===== config.mk =====
export PLATFORM = sky130hd
export DESIGN_NAME = bcd_alarm_clock
export DESIGN_NICKNAME = d
export VERILOG_FILES = /design/src/rtl/cal_pkg.sv /design/src/rtl/cal_time_core.sv /design/src/rtl/cal_alarm_unit.sv /design/src/rtl/bcd_alarm_clock.sv
export SDC_FILE = /design/constraint.sdc
export NUM_CORES = 1
export LEC_CHECK = 0
export BUFFER_PORTS_ARGS = -buffer_cell sky130_fd_sc_hd__clkbuf_2
export CAP_MARGIN = 20
export CORE_UTILIZATION = 24
export DETAILED_ROUTE_END_ITERATION = 8
export HOLD_SLACK_MARGIN = 0.03
export PLACE_DENSITY_LB_ADDON = 0.15
export SLEW_MARGIN = 20
export SYNTH_ARGS = -nofsm -noshare
export SYNTH_HDL_FRONTEND = slang
export SYNTH_HIERARCHICAL = 1
export SYNTH_SLANG_ARGS = --single-unit

===== constraint.sdc =====
create_clock -name clk -period 4.7 [get_ports clk]
set_input_delay 0 -clock clk [delete_from_list [all_inputs] [get_ports clk]]
set_output_delay 0 -clock clk [all_outputs]
set_load 0.1 [all_outputs]

===== src/rtl/cal_pkg.sv =====
package cal_pkg;
   localparam int unsigned FIELD_W = 7;
   localparam int unsigned N_ALARM = 4;

   localparam logic [3:0] A_SEC   = 4'd0;
   localparam logic [3:0] A_MIN   = 4'd1;
   localparam logic [3:0] A_HOUR  = 4'd2;
   localparam logic [3:0] A_DOW   = 4'd3;
   localparam logic [3:0] A_DATE  = 4'd4;
   localparam logic [3:0] A_MON   = 4'd5;
   localparam logic [3:0] A_YEAR  = 4'd6;
   localparam logic [3:0] A_ASEC  = 4'd7;
   localparam logic [3:0] A_ADAY  = 4'd10;
   localparam logic [3:0] A_CTRL  = 4'd11;
   localparam logic [3:0] A_STAT  = 4'd12;

   localparam int unsigned CTL_STOP = 7;
   localparam int unsigned CTL_WP   = 6;
   localparam int unsigned CTL_AIE  = 0;

   typedef struct packed {
      logic [6:0] sec;
      logic [6:0] min;
      logic [6:0] hour;
      logic [2:0] dow;
      logic [5:0] date;
      logic [4:0] mon;
      logic [7:0] year;
   } cal_time_t;

   function automatic logic [7:0] bcd_inc8(input logic [7:0] v);
      if (v[3:0] == 4'd9) return {v[7:4] + 4'd1, 4'd0};
      else                return {v[7:4], v[3:0] + 4'd1};
   endfunction

   function automatic logic [7:0] wmask(input logic [3:0] a);
      case (a)
         A_SEC, A_MIN, A_HOUR: return 8'h7F;
         A_DOW:                return 8'h07;
         A_DATE:               return 8'h3F;
         A_MON:                return 8'h1F;
         A_YEAR:               return 8'hFF;
         A_ADAY:               return 8'h87;
         A_CTRL:               return 8'hC1;
         default: begin
            if (a >= A_ASEC && a < A_ADAY) return 8'hFF;
            return 8'h00;
         end
      endcase
   endfunction

   function automatic logic year_leap(input logic [7:0] y);
      logic [4:0] s;
      s = {y[7:4], 1'b0} + {1'b0, y[3:0]};
      return (s[1:0] == 2'b00);
   endfunction

   function automatic logic [5:0] month_last(input logic [4:0] m, input logic [7:0] y);
      case (m)
         5'h02:                      return year_leap(y) ? 6'h29 : 6'h28;
         5'h04, 5'h06, 5'h09, 5'h11: return 6'h30;
         default:                    return 6'h31;
      endcase
   endfunction
endpackage


===== src/rtl/cal_time_core.sv =====
module cal_time_core
   import cal_pkg::*;
#(
   parameter logic [7:0] RESET_YEAR = 8'h00
) (
   input  logic       clk,
   input  logic       rst_n,
   input  logic       adv,
   input  logic       wr_en,
   input  logic [3:0] wr_addr,
   input  logic [7:0] wr_data,
   output cal_time_t  cur,
   output cal_time_t  nxt
);
   logic       s_wrap, m_wrap, h_wrap, day_c, d_wrap, mo_wrap;
   logic [7:0] s_i, m_i, h_i, d_i, mo_i, y_i;
   logic       pm;

   always_comb begin
      nxt    = cur;
      s_i    = bcd_inc8({1'b0, cur.sec});
      m_i    = bcd_inc8({1'b0, cur.min});
      d_i    = bcd_inc8({2'b00, cur.date});
      mo_i   = bcd_inc8({3'b000, cur.mon});
      y_i    = bcd_inc8(cur.year);
      pm     = cur.hour[5];
      h_i    = '0;
      s_wrap = (cur.sec == 7'h59);
      m_wrap = s_wrap && (cur.min == 7'h59);
      h_wrap = 1'b0;
      day_c  = 1'b0;

      nxt.sec = s_wrap ? 7'h00 : s_i[6:0];
      if (s_wrap) nxt.min = (cur.min == 7'h59) ? 7'h00 : m_i[6:0];

      if (m_wrap) begin
         if (cur.hour[6]) begin
            h_i = bcd_inc8({3'b000, cur.hour[4:0]});
            if (cur.hour[4:0] == 5'h11) begin
               nxt.hour = {1'b1, ~pm, 5'h12};
               day_c    = pm;
            end else if (cur.hour[4:0] == 5'h12) begin
               nxt.hour = {1'b1, pm, 5'h01};
            end else begin
               nxt.hour = {1'b1, pm, h_i[4:0]};
            end
         end else begin
            h_i    = bcd_inc8({2'b00, cur.hour[5:0]});
            h_wrap = (cur.hour[5:0] == 6'h23);
            nxt.hour = h_wrap ? 7'h00 : {1'b0, h_i[5:0]};
            day_c    = h_wrap;
         end
      end

      d_wrap  = day_c && (cur.date == month_last(cur.mon, cur.year));
      mo_wrap = d_wrap && (cur.mon == 5'h12);
      if (day_c) begin
         nxt.dow  = (cur.dow == 3'd7) ? 3'd1 : cur.dow + 3'd1;
         nxt.date = d_wrap ? 6'h01 : d_i[5:0];
      end
      if (d_wrap)  nxt.mon  = mo_wrap ? 5'h01 : mo_i[4:0];
      if (mo_wrap) nxt.year = (cur.year == 8'h99) ? 8'h00 : y_i;
   end

   logic [7:0] wd;
   assign wd = wr_data & wmask(wr_addr);

   always_ff @(posedge clk or negedge rst_n) begin
      if (!rst_n) begin
         cur <= '{sec: 7'h00, min: 7'h00, hour: 7'h00, dow: 3'd1,
                  date: 6'h01, mon: 5'h01, year: RESET_YEAR};
      end else if (wr_en) begin
         case (wr_addr)
            A_SEC:   cur.sec  <= wd[6:0];
            A_MIN:   cur.min  <= wd[6:0];
            A_HOUR:  cur.hour <= wd[6:0];
            A_DOW:   cur.dow  <= wd[2:0];
            A_DATE:  cur.date <= wd[5:0];
            A_MON:   cur.mon  <= wd[4:0];
            A_YEAR:  cur.year <= wd;
            default: ;
         endcase
      end else if (adv) begin
         cur <= nxt;
      end
   end
endmodule


===== src/rtl/cal_alarm_unit.sv =====
module cal_alarm_unit #(
   parameter  int unsigned N_LANE = 4,
   parameter  int unsigned FLD_W  = 7,
   localparam int unsigned IDX_W  = $clog2(N_LANE),
   localparam int unsigned REG_W  = FLD_W + 1
) (
   input  logic                          clk,
   input  logic                          rst_n,
   input  logic                          wr_en,
   input  logic [IDX_W-1:0]              wr_idx,
   input  logic [REG_W-1:0]              wr_data,
   input  logic                          access,
   input  logic                          chk,
   input  logic [N_LANE-1:0][FLD_W-1:0]  lane_time,
   output logic [N_LANE-1:0][REG_W-1:0]  alm_q,
   output logic                          irqf
);
   logic [N_LANE-1:0] lane_ok;

   for (genvar i = 0; i < N_LANE; i++) begin : g_lane
      logic [REG_W-1:0] q;
      always_ff @(posedge clk or negedge rst_n) begin
         if (!rst_n)                                q <= '0;
         else if (wr_en && wr_idx == IDX_W'(i))     q <= wr_data;
      end
      assign alm_q[i]   = q;
      assign lane_ok[i] = q[REG_W-1] | (q[FLD_W-1:0] == lane_time[i]);
   end

   always_ff @(posedge clk or negedge rst_n) begin
      if (!rst_n)                 irqf <= 1'b0;
      else if (chk && &lane_ok)   irqf <= 1'b1;
      else if (access)            irqf <= 1'b0;
   end
endmodule


===== src/rtl/bcd_alarm_clock.sv =====
module bcd_alarm_clock
   import cal_pkg::*;
#(
   parameter int unsigned ADDR_W     = 4,
   parameter int unsigned DATA_W     = 8,
   parameter bit          RDATA_REG  = 1'b0,
   parameter logic [7:0]  RESET_YEAR = 8'h00
) (
   input  logic              clk,
   input  logic              rst_n,
   input  logic              tick_1hz,
   input  logic              reg_cs,
   input  logic              reg_we,
   input  logic [ADDR_W-1:0] reg_addr,
   input  logic [DATA_W-1:0] reg_wdata,
   output logic [DATA_W-1:0] reg_rdata,
   output logic              irq
);
   localparam int unsigned IDX_W = $clog2(N_ALARM);

   if (DATA_W != 8) begin : g_bad_data
      $error("bcd_alarm_clock: DATA_W must be 8");
   end
   if (ADDR_W < 4) begin : g_bad_addr
      $error("bcd_alarm_clock: ADDR_W must be at least 4");
   end

   logic [3:0] a4;
   logic       in_map;
   if (ADDR_W > 4) begin : g_hi_addr
      assign in_map = (reg_addr[ADDR_W-1:4] == '0);
   end else begin : g_no_hi
      assign in_map = 1'b1;
   end
   assign a4 = reg_addr[3:0];

   logic [7:0] ctl_q;
   logic       wr_ok, time_wr, alm_acc, alm_wr, tick_adv, irqf;
   logic [7:0] wd;
   cal_time_t  t_cur, t_nxt;
   logic [N_ALARM-1:0][FIELD_W-1:0] lane_time;
   logic [N_ALARM-1:0][7:0]         alm_q;

   assign wd       = reg_wdata[7:0] & wmask(a4);
   assign wr_ok    = reg_cs && reg_we && in_map && !ctl_q[CTL_WP];
   assign time_wr  = wr_ok && (a4 <= A_YEAR);
   assign alm_acc  = reg_cs && in_map && (a4 >= A_ASEC) && (a4 <= A_ADAY);
   assign alm_wr   = wr_ok && alm_acc;
   assign tick_adv = tick_1hz && !ctl_q[CTL_STOP] && !time_wr;

   always_ff @(posedge clk or negedge rst_n) begin
      if (!rst_n)                                        ctl_q <= '0;
      else if (reg_cs && reg_we && in_map && a4 == A_CTRL) ctl_q <= wd;
   end

   cal_time_core #(.RESET_YEAR(RESET_YEAR)) u_time (
      .clk     (clk),
      .rst_n   (rst_n),
      .adv     (tick_adv),
      .wr_en   (time_wr),
      .wr_addr (a4),
      .wr_data (reg_wdata[7:0]),
      .cur     (t_cur),
      .nxt     (t_nxt)
   );

   assign lane_time[0] = t_nxt.sec;
   assign lane_time[1] = t_nxt.min;
   assign lane_time[2] = t_nxt.hour;
   assign lane_time[3] = {4'b0000, t_nxt.dow};

   cal_alarm_unit #(.N_LANE(N_ALARM), .FLD_W(FIELD_W)) u_alarm (
      .clk       (clk),
      .rst_n     (rst_n),
      .wr_en     (alm_wr),
      .wr_idx    (IDX_W'(a4 - A_ASEC)),
      .wr_data   (wd),
      .access    (alm_acc),
      .chk       (tick_adv),
      .lane_time (lane_time),
      .alm_q     (alm_q),
      .irqf      (irqf)
   );

   assign irq = irqf && ctl_q[CTL_AIE];

   logic [7:0] rd_comb;
   always_comb begin
      rd_comb = '0;
      if (in_map) begin
         case (a4)
            A_SEC:   rd_comb = {1'b0, t_cur.sec};
            A_MIN:   rd_comb = {1'b0, t_cur.min};
            A_HOUR:  rd_comb = {1'b0, t_cur.hour};
            A_DOW:   rd_comb = {5'b0, t_cur.dow};
            A_DATE:  rd_comb = {2'b0, t_cur.date};
            A_MON:   rd_comb = {3'b0, t_cur.mon};
            A_YEAR:  rd_comb = t_cur.year;
            A_CTRL:  rd_comb = ctl_q;
            A_STAT:  rd_comb = {7'b0, irqf};
            default: if (a4 >= A_ASEC && a4 <= A_ADAY) rd_comb = alm_q[IDX_W'(a4 - A_ASEC)];
         endcase
      end
   end

   if (RDATA_REG) begin : g_rd_reg
      logic [7:0] rd_q;
      always_ff @(posedge clk or negedge rst_n) begin
         if (!rst_n) rd_q <= '0;
         else        rd_q <= rd_comb;
      end
      assign reg_rdata = DATA_W'(rd_q);
   end else begin : g_rd_comb
      assign reg_rdata = DATA_W'(rd_comb);
   end
endmodule


# Yosys cells after proc, flatten, opt, wreduce, memory -nomap -nowiden
# Cells that the tools add are included.
[classes] addsub=16 n_lt_le_gt_ge=5 n_eq_ne=43 muxes=47 bitwise=6 n_reduce_logical=48
[ops] operator="two-way mux 43 bit" n=2
[ops] operator="case mux 8 bit (9 select lines)" n=1
[ops] operator="two-way mux 7 bit" n=10
[ops] operator="two-way mux 8 bit" n=8
[ops] operator="case mux 8 bit (7 select lines)" n=1
[ops] operator="== test 4 bit (second input constant)" n=9
[ops] operator="two-way mux 6 bit" n=6
[ops] operator="two-way mux 5 bit" n=6
[ops] operator="adder 4 x 1 -> 4 bit (second input constant)" n=7
[ops] operator="== test 7 bit" n=3
[ops] operator="== test 5 bit (second input constant)" n=4
[ops] operator="logical AND 1 bit" n=20
[ops] operator="binary-select mux 8 bit (select 2 bit)" n=1
[ops] operator="AND reduction 4 bit" n=4
[ops] operator="== test 7 bit (second input constant)" n=2
[ops] operator="inequality test 2 x 1 -> 1 bit (second input constant)" n=7
[ops] operator="== test 4 x 3 -> 1 bit (second input constant)" n=3
[ops] operator="case mux 6 bit (2 select lines)" n=1
[ops] operator="== test 5 x 3 -> 1 bit (second input constant)" n=2
[ops] operator="nonzero test 2 bit" n=5
[ops] operator="adder 3 x 1 -> 3 bit (second input constant)" n=3
[ops] operator="two-way mux 9 bit" n=1
[ops] operator="AND reduction 3 bit" n=3
[ops] operator="nonzero test 3 bit" n=3
[ops] operator="other kinds (32)" n=53
[totals] regBits=84 in_bits=17 output_inout_bits=9 word_cells=181

# Longest topological paths before layout
# Gate-level depths: netlist of run 1.
[depth] depth_word=13 depth_mapped=15 depth_no_buf=11

# Cells and area by module
# The synthesis of run 1 kept the hierarchy.
[modules_own_cells] module="cal_time_core" n_inst=1 cells_per_inst=487 area_per_inst_um2=3882.5 seq_area_each_um2=1079.8
[modules_own_cells] module="cal_alarm_unit" n_inst=1 cells_per_inst=108 area_per_inst_um2=1566.5 seq_area_each_um2=825.8
[modules_own_cells] module="bcd_alarm_clock" n_inst=1 cells_per_inst=146 area_per_inst_um2=1281.2 seq_area_each_um2=200.2

# Worst setup path before layout of run 1
# Ideal clock, no wire load.
[synth_path] path_type="input -> output" from="input reg_addr[0]" to="output reg_rdata[6]" t_arrival_ns=4.477 t_required_ns=4.700 slack_ns=0.223 cell_stages=7 n_path_buf=3 path_cell_list="buf_4 > inv_1 > ha_1 > buf_2 > buf_2 > a222oi_1 > o311ai_0"
[synth_between] elab_chain_cells=5 word_cells_on_any_way=17 classes_between="add/sub: 1; order compare: 2; eq/ne: 8; mux: 4; reduce/logical: 2"
[synth_rtl] item="start: declaration" line="bcd_alarm_clock.sv:14" rtl="input logic [ADDR_W-1:0] reg_addr,"
[synth_rtl] item="subtractor 2 bit" line="bcd_alarm_clock.sv:101" rtl="default: if (a4 >= A_ASEC && a4 <= A_ADAY) rd_comb = alm_q[IDX_W'(a4 - A_ASEC)];"
[synth_rtl] item="binary-select mux 8 bit (select 2 bit)" line="bcd_alarm_clock.sv:101"
[synth_rtl] item="two-way mux 8 bit (not written as such)" line="bcd_alarm_clock.sv:101"
[synth_rtl] item="two-way mux 8 bit" line="bcd_alarm_clock.sv:101"
[synth_rtl] item="case mux 8 bit (9 select lines) *" line="bcd_alarm_clock.sv:91" rtl="case (a4)"
[synth_rtl] item="end: declaration" line="bcd_alarm_clock.sv:16" rtl="output logic [DATA_W-1:0] reg_rdata,"
# Every way passes the cells marked *; elsewhere a longest branch is shown, timed or not. The select of a mux whose other input is x is not followed.

==> results of run 1 <==
-- flip-flops by register name (all words and copies together), names as in the netlist --
signal            cells
u_time/cur           43
u_alarm/g_lane.q     32
ctl_q                 8
u_alarm/irqf          1
-- power groups by stage --
stage | Combinational, mW | Clock (mW) | Sequential, mW
final | 1.14 | 0.753 | 1.17
after global routing | 1.26 | 0.796 | 1.20
after CTS | 1.14 | 0.780 | 1.17
after detailed placement | 1.13 | 0 | 1.18
after global placement | 1.14 | 0 | 1.18
after floorplan | 0.892 | 0 | 1.05
-- area by class of cell --
cell class / count / area (µm²)
fill: 2812 / 18950
multi-input combinational: 550 / 4103
sequential: 84 / 2106
tap: 335 / 419.2
timing repair buffer: 44 / 285.3
clock buffer: 9 / 225.2
inverter: 31 / 116.4
clock inverter: 7 / 76.32
-- per-stage QoR --
step | power (mW) | hold WS (ns)
5_1_grt | 3.256 | 0.1035
2_1_floorplan | 1.937 | -0.2956
6_report | 3.060 | 0.08575
3_5_place_dp | 2.311 | -0.06235
4_1_cts | 3.088 | 0.08639
3_3_place_gp | 2.325 | -0.06113
-- layer usage --
layer / part of all wire / global-route usage / routed length (µm) / up-vias
met2: 0.47 / 0.2810 / 11090 / 130
met3: 0.040 / 0.02685 / 950 / 17
li1: - / - / - / 2676
met1: 0.48 / 0.2382 / 11250 / 2824
met5: 0 / 0 / 0 / -
met4: 0.013 / 0.03986 / 309 / 0
-- worst max-delay path, stage by stage (launching register included) --
cell and delay, ns:
dfrtp_1 0.43, inv_1 0.07, ha_1 0.17, and3b_1 0.35
nand4_1 0.37, o41ai_1 0.64, xor2_1 0.14, nor4_1 0.49
a22oi_1 0.14, o41ai_2 0.35
-- path summary, 6_finish.rpt --
kind,startpoint,end,slack [ns],cells after the start
hold reg to reg,ctl_q[5],ctl_q[5],0.51,1
max in group asynchronous,rst_n,u_time/cur[18],3.43,3
setup / recovery,u_time/cur[37],u_alarm/irqf,1.44,9
min in group clk,reg_we,ctl_q[3],0.12,3
hold / removal,rst_n,u_alarm/g_lane[3].q[3],0.09,2
setup reg to reg,u_time/cur[37],u_alarm/irqf,1.44,9
==> flow_summary_export.csv, run 1 <==
group,metric,value,unit
placed_design,hpwl,17340,µm
detailed_routing,wl_per_cell,22.26,µm
clock_tree,cts_setup_buffers,0,
run,drv_cap,0,
global_routing,overflow,0,
global_routing,grt_pass1_vias,5479,
sta,grt_setup_unrepaired,"false",
critical_path,crit_arrival,3.52,ns
sta,fin_skew,0.007574,ns
clock_tree,cts.sinks,84,
yosys,syn_area,0.006500,mm²
yosys,avgSynthCellArea,9.220,µm²
critical_path,worstPathRequired,4.96,ns
finish,layout.cells.non_filler,1060,
power_and_ir_drop,vdd_drop_max,0.1718,mV
die,core_area,0.02628,mm²
sta,post-route-min-period,3.258,ns
critical_path,path_class,"reg2reg",
detailed_routing,initialDrtViolationCount,476,
power_and_ir_drop,pwr-share-seq,0.382,
die,num_rows,59,
global_routing,grt_usage,0.1724,
placed_design,numPortBuffers,25,
clock_tree,htree_num_levels,3,
finish,fin_util,0.2789,
die,fp.dieArea,0.02775,mm²
power_and_ir_drop,p_per_area,417.4,mW/mm²
die,io_pins,26,
global_routing,antenna_found_initial,0,
finish,drive_above_1_share,0.1848,
status,status,"finished, final reports clean",
detailed_routing,drc,0,
sta,tightest_slew,0.9636,ns
power_and_ir_drop,switching_share,0.4281,
finish,syn2layout_area_growth,12.78,%
clock_tree,root_buffer,"clkbuf_16",
global_routing,grt_pass1_wl,35890,µm
finish,layout_commonest_cell,"dfrtp_1",
hold_path,hp-class,"in2async",
detailed_routing,routed_wl,23600,µm
power_and_ir_drop,comb_power_share,0.372,
clock_tree,clk_pin_slew,0.08,ns
yosys,ys_warn_count,6,
sta,fin_ws,1.442,ns
global_routing,grt_max_degree,61,
placed_design,postPlaceCellArea,0.006958,mm²
sta,fmax,0.3069,GHz
critical_path,end_kind,"register",
clock_tree,cts_made_buffers,9,
finish,final_area,0.007331,mm²
power_and_ir_drop,p_switching,1.310,mW
die,die_w,166.6,µm
die,die_y,166.6,µm
finish,nets,759,
sta,relSlewSlack,0.3546,
detailed_routing,via_per_inst,5.327,
finish,antenna_cells,0,
clock_tree,clk_latency,0.36,ns
detailed_routing,firstDrtPassIters,6,
finish,mostFrequentLayoutCells,"dfrtp_1 (81), nand2_1 (55), nor2_1 (53), mux2_2 (48), o21ai_0 (40)",
die,start_util,0.2473,
power_and_ir_drop,p_int,1.750,mW
critical_path,critPathLaunchType,"register",
clock_tree,clockBufferDepth,2,
power_and_ir_drop,p_leak,3.029,nW
detailed_routing,ant_nets,0,
sta,slew_violations,0,
critical_path,cp_max_fo,10,
detailed_routing,vias,5647,
placed_design,gp_congestion,0.7980,
clock_tree,tritoncts,"yes",
placed_design,post-place-ws,1.248,ns
clock_tree,hold_buffers,6,
power_and_ir_drop,pwr-share-clk,0.246,
yosys,syn_inst,705,
sta,hold_viol_final,0,
placed_design,placedCellCount,1037,
clock_tree,cts_resized,0,
sta,setup_viol,0,
sta,fin_crit_sh,0.6933,
sta,tns,0,ns
No activity file was read; power rests on OpenSTA's default activity.
==> inputs of run 2 (changes only) <==
Settings changed: ABC_AREA set to 1.
Clock period 4.7 ns to 3 ns, I/O delays scaled along.
==> flow_summary_export.csv, run 2 <==
group,metric,value,unit
clock_tree,tritoncts,"yes",
global_routing,grt_max_degree,74,
clock_tree,htree_num_levels,3,
global_routing,grt_usage,0.1773,
clock_tree,cts_made_buffers,9,
die,fp.dieArea,0.02816,mm²
placed_design,gp_congestion,0.8361,
power_and_ir_drop,pwr-share-seq,0.381,
hold_path,hold-path-cell-count,4,
yosys,syn_inst,1003,
clock_tree,cts_setup_buffers,0,
die,die_w,167.8,µm
sta,fin_ws,0.3379,ns
detailed_routing,via_per_inst,4.684,
clock_tree,cts.sinks,84,
detailed_routing,vias,6492,
die,core_area,0.02695,mm²
finish,regMostFlops,"u_time/cur",
sta,hold_viol_final,0,
global_routing,antenna_found_initial,0,
sta,grt_setup_unrepaired,"false",
power_and_ir_drop,switching_share,0.4535,
power_and_ir_drop,p_switching,2.295,mW
critical_path,critPathLaunchType,"register",
finish,seq_area,0.002106,mm²
sta,setup_viol,0,
clock_tree,clk_pin_slew,0.07,ns
placed_design,post-place-ws,0.2328,ns
finish,layout_commonest_cell,"nand2_1",
finish,antenna_cells,0,
die,num_rows,60,
finish,reg_top3,"u_time/cur: 43 flops, u_alarm/g_lane.q: 32 flops, ctl_q: 8 flops",
critical_path,r2r_cells,12,
sta,relSlewSlack,0.5052,
critical_path,end_kind,"register",
power_and_ir_drop,total_power,5.060,mW
yosys,avgSynthCellArea,6.579,µm²
finish,syn2layout_area_growth,13.65,%
detailed_routing,initialDrtViolationCount,427,
sta,fin_skew,0.006449,ns
power_and_ir_drop,p_per_area,674.7,mW/mm²
sta,slew_violations,0,
sta,fmax,0.3756,GHz
finish,mostFrequentLayoutCells,"nand2_1 (285), nor2_1 (155), inv_1 (128), dfrtp_1 (81), nand3_1 (52)",
detailed_routing,routed_wl,24030,µm
critical_path,cp_max_fo,9,
global_routing,overflow,0,
die,die_y,167.8,µm
clock_tree,clk_latency,0.35,ns
power_and_ir_drop,p_leak,3.911,nW
power_and_ir_drop,p_int,2.765,mW
yosys,ys_warn_count,6,
placed_design,hpwl,18540,µm
critical_path,crit_arrival,2.95,ns
clock_tree,root_buffer,"clkbuf_16",
die,io_pins,26,
hold_path,hp-class,"in2reg",
detailed_routing,ant_nets,0,
placed_design,placedCellCount,1365,
global_routing,grt_pass1_vias,6274,
clock_tree,clockBufferDepth,2,
placed_design,numPortBuffers,25,
power_and_ir_drop,pwr-share-clk,0.215,
power_and_ir_drop,comb_power_share,0.404,
finish,drive_above_1_share,0.1033,
finish,layout.cells.non_filler,1386,
finish,fillers,3002,
critical_path,path_class,"reg2reg",
sta,tns,0,ns
finish,largest_reg_flops,43,
detailed_routing,wl_per_cell,17.33,µm
detailed_routing,drc,0,
finish,multi_input_area,0.003886,mm²
finish,nets,1080,
global_routing,grt_pass1_wl,37580,µm
detailed_routing,firstDrtPassIters,5,
status,status,"finished, final reports clean",
sta,tightest_slew,0.7423,ns
sta,post-route-min-period,2.662,ns
yosys,syn_area,0.006599,mm²
run,drv_cap,0,
die,start_util,0.2448,
critical_path,worstPathRequired,3.28,ns
power_and_ir_drop,vdd_drop_max,0.2718,mV
sta,fin_crit_sh,0.8874,
run 2: power groups by stage:
stage | sequential, mW | clock [mW] | combinational, mW
6_report | 1.93 | 1.09 | 2.04
5_1_grt | 2.00 | 1.15 | 2.34
4_1_cts | 1.94 | 1.12 | 2.06
3_3_place_gp | 1.96 | 0 | 2.03
3_5_place_dp | 1.95 | 0 | 2.05
2_1_floorplan | 1.76 | 0 | 1.60
run 2: area by class of cell:
| class | instances | area share |
|---|---|---|
| timing repair buffer | 42 | 0.03921 |
| sequential | 84 | 0.2808 |
| clock buffer | 11 | 0.03237 |
| clock inverter | 4 | 0.003504 |
| multi-input combinational | 766 | 0.5182 |
| tap | 341 | 0.05689 |
| inverter | 138 | 0.06907 |
run 2: worst paths after layout:
| check | startpoint | to | slack, ns |
|---|---|---|---|
| hold / removal | reg_we | ctl_q[3] | 0.05 |
| setup reg to reg | u_time/cur[37] | u_alarm/irqf | 0.34 |
| min in group asynchronous | rst_n | u_alarm/g_lane[2].q[3] | 0.28 |
| max in group asynchronous | rst_n | u_time/cur[8] | 1.97 |
| hold reg to reg | ctl_q[2] | ctl_q[2] | 0.49 |
| setup / recovery | u_time/cur[37] | u_alarm/irqf | 0.34 |
run 2: routing by layer:
layer  up-vias  global-route usage  share of wire
li1       3290                   -              -
met1      3032              0.2480           0.49
met2       150              0.2879           0.46
met3        20             0.01481          0.031
met4         0             0.05744          0.019
met5         -                   0              0
run 2: metrics by stage:
stage,hold WS [ns],util,area (µm²)
2_1_floorplan,-0.2956,-,6614
3_3_place_gp,0.2708,0.2659,7167
3_5_place_dp,0.2616,0.2659,7167
4_1_cts,0.05811,0.2781,7496
5_1_grt,0.09061,0.2783,7500
6_report,0.05454,0.2783,7500
run 2: what timing repair did:
item                       in CTS  in global routing
setup endpoints to repair       0                  0
hold endpoints to repair       75                  0
gates resized for setup         0                  0
hold buffers                    6                  0
run 2: worst max-delay path, cell delays in order, from the launching register on:
cell and delay (ns):
dfrtp_1 0.43, inv_1 0.07, ha_1 0.18, nand3_4 0.14, nor2_8 0.19, nand2_1 0.11, buf_4 0.18, o21ai_0 0.43
xnor2_1 0.17, nand3_1 0.11, o21bai_2 0.26, nand3_1 0.18, o21bai_2 0.14
==> inputs of run 3 (changes only) <==
Settings changed: RECOVER_POWER set to 100.
Clock period 3 ns to 2.55 ns, I/O delays scaled along.
==> flow_summary_export.csv, run 3 (synthesis gave the netlist of run 2 again) <==
group,metric,value,unit
power_and_ir_drop,pwr-share-seq,0.347,
die,io_pins,26,
critical_path,slowest_stage,"dfrtp_1",
power_and_ir_drop,pwr-share-clk,0.222,
critical_path,crit_top_cell,"nand2_1",
global_routing,grt_pass1_vias,6252,
finish,fillers,2977,
global_routing,grt_usage,0.1773,
placed_design,numPortBuffers,25,
finish,antenna_cells,0,
detailed_routing,firstDrtPassIters,5,
sta,hold_viol_final,0,
finish,drive_above_1_share,0.1197,
critical_path,crit_start,"u_time/cur[37]",
global_routing,grt_max_degree,36,
detailed_routing,wl_per_cell,17.19,µm
detailed_routing,initialDrtViolationCount,439,
detailed_routing,via_per_inst,4.703,
critical_path,critPathMaxStageDelay,0.37,ns
finish,final_area,0.007821,mm²
die,die_y,167.8,µm
power_and_ir_drop,p_leak,4.070,nW
detailed_routing,routed_wl,24400,µm
detailed_routing,vias,6673,
placed_design,gp_congestion,0.8412,
clock_tree,cts_setup_buffers,0,
finish,syn2layout_area_growth,18.52,%
sta,fmax,0.4046,GHz
die,fp.dieArea,0.02816,mm²
placed_design,placedCellCount,1395,
power_and_ir_drop,p_int,3.524,mW
critical_path,cp_max_fo,8,
finish,reg_top3,"u_time/cur: 43 flops, u_alarm/g_lane.q: 32 flops, ctl_q: 8 flops",
critical_path,end_kind,"register",
detailed_routing,drc,0,
die,num_rows,60,
hold_path,hp-class,"in2reg",
clock_tree,htree_num_levels,3,
power_and_ir_drop,vdd_drop_max,0.3780,mV
finish,largest_reg_flops,43,
run,drv_cap,0,
global_routing,antenna_found_initial,0,
placed_design,postPlaceCellArea,0.007505,mm²
die,die_w,167.8,µm
die,core_area,0.02695,mm²
status,status,"finished, final reports clean",
clock_tree,clk_pin_slew,0.06,ns
critical_path,path_cells,"inv_1 -> ha_1 -> nand3_4 -> nor2_8 -> buf_4 -> nand2_1 -> inv_1 -> o21ai_0 -> a21oi_2 -> nand2_1 -> nand2_1 -> nand3_1 -> o21bai_4 -> nand3_1 -> o21bai_2",
finish,layout.cells.non_filler,1419,
sta,post-route-min-period,2.471,ns
power_and_ir_drop,comb_power_share,0.431,
sta,tightest_slew,1.160,ns
sta,setup_viol,0,
finish,nets,1112,
power_and_ir_drop,total_power,6.335,mW
finish,mostFrequentLayoutCells,"nand2_1 (287), nor2_1 (154), inv_1 (129), dfrtp_1 (81), o21ai_0 (65)",
critical_path,rr_startpoint,"u_time/cur[37]",
finish,layout_commonest_cell,"nand2_1",
clock_tree,tritoncts,"yes",
global_routing,overflow,0,
finish,regMostFlops,"u_time/cur",
critical_path,critPathTopFamily,"simple AND/OR/NAND/NOR gates",
placed_design,hpwl,19300,µm
die,start_util,0.2448,
clock_tree,clockBufferDepth,2,
critical_path,path_class,"reg2reg",
sta,grt_setup_unrepaired,"true",
clock_tree,cts_made_buffers,9,
sta,fin_crit_sh,0.9692,
clock_tree,cts.sinks,84,
critical_path,critPathLaunchType,"register",
global_routing,grt_pass1_wl,37810,µm
sta,slew_violations,0,
power_and_ir_drop,switching_share,0.4437,
clock_tree,root_buffer,"clkbuf_16",
sta,relSlewSlack,0.2301,
detailed_routing,ant_nets,0,
critical_path,cp.buffers_inverters,3,
finish,fin_util,0.2902,
sta,fin_skew,0.007973,ns
critical_path,crit_arrival,2.76,ns
hold_path,min-delay-start,"reg_cs",
power_and_ir_drop,p_switching,2.811,mW
power_and_ir_drop,p_per_area,810.0,mW/mm²
critical_path,worstPathRequired,2.84,ns
clock_tree,clk_latency,0.36,ns
==> run 3: cell types whose count changed in the layout (fill, tap and decap cells not counted), moves of 4 or more <==
| cell | change |
|---|---|
| o21ai_0 | +22 |
| buf_4 | +16 |
| o21ai_1 | -16 |
| buf_12 | +6 |
| o21ai_2 | -6 |
| clkbuf_1 | +4 |
==> run 3: routing by layer <==
| metal | routed length (µm) | part of all wire | GRT usage | vias up |
|---|---|---|---|---|
| met5 | 0 | 0 | 0 | - |
| met1 | 12100 | 0.50 | 0.2450 | 3186 |
| met2 | 11430 | 0.47 | 0.2946 | 115 |
| li1 | - | - | - | 3354 |
| met3 | 510 | 0.021 | 0.01504 | 18 |
| met4 | 350 | 0.014 | 0.05026 | 0 |
==> run 3: power groups by stage <==
| stage | Combinational (mW) | Clock (mW) | Sequential [mW] |
|---|---|---|---|
| after floorplan | 1.88 | 0 | 2.07 |
| after global placement | 2.74 | 0 | 2.23 |
| after detailed placement | 2.74 | 0 | 2.22 |
| after CTS | 2.76 | 1.44 | 2.20 |
| after global routing | 3.09 | 1.48 | 2.26 |
| final | 2.73 | 1.41 | 2.20 |
==> run 3: per-stage QoR <==
step,TNS (ns),hold WS [ns],setup slack (ns)
after floorplan,0,-0.2956,0.1372
after global placement,-0.1296,0.03442,-0.1296
after detailed placement,-0.09923,0.02535,-0.09923
after CTS,0,0.05407,0.03040
after global routing,-0.5730,0.08164,-0.09849
final,0,0.06934,0.07856
==> run 3: tightest hold or removal path, delay by kind of cell <==
family,cells,cell delay [ns]
buffers and inverters,2,0.16
and+or+nand+nor,2,0.12
AOI/OAI and AO/OA,1,0.10
==> run 3: final cells by class <==
type                       count  area [µm²]  share of cell area
clock buffer                   9       225.2             0.02880
clock inverter                 7       75.07            0.009598
inverter                     138       518.0             0.06623
multi-input combinational    766        3874              0.4953
sequential                    84        2106              0.2692
tap                          341       426.7             0.05455
timing repair buffer          74       596.8             0.07631
==> run 3: final timing paths <==
path	endpoint	cells after the start	slack (ns)
worst min register to register	ctl_q[2]	2	0.48
min in group asynchronous	u_alarm/g_lane[2].q[3]	2	0.34
worst max register to register	u_alarm/irqf	15	0.08
max in group asynchronous	ctl_q[6]	3	0.70
worst min-delay path	u_alarm/irqf	5	0.07
worst max-delay path	u_alarm/irqf	15	0.08
==> run 3: repair_timing <==
| action | CTS | global route |
|---|---|---|
| setup endpoints to repair | 1 | 4 |
| hold endpoints to repair | 40 | 0 |
| hold buffers | 8 | 0 |
| gates resized for setup | 1 | 11 |
| cloned | 0 | 0 |
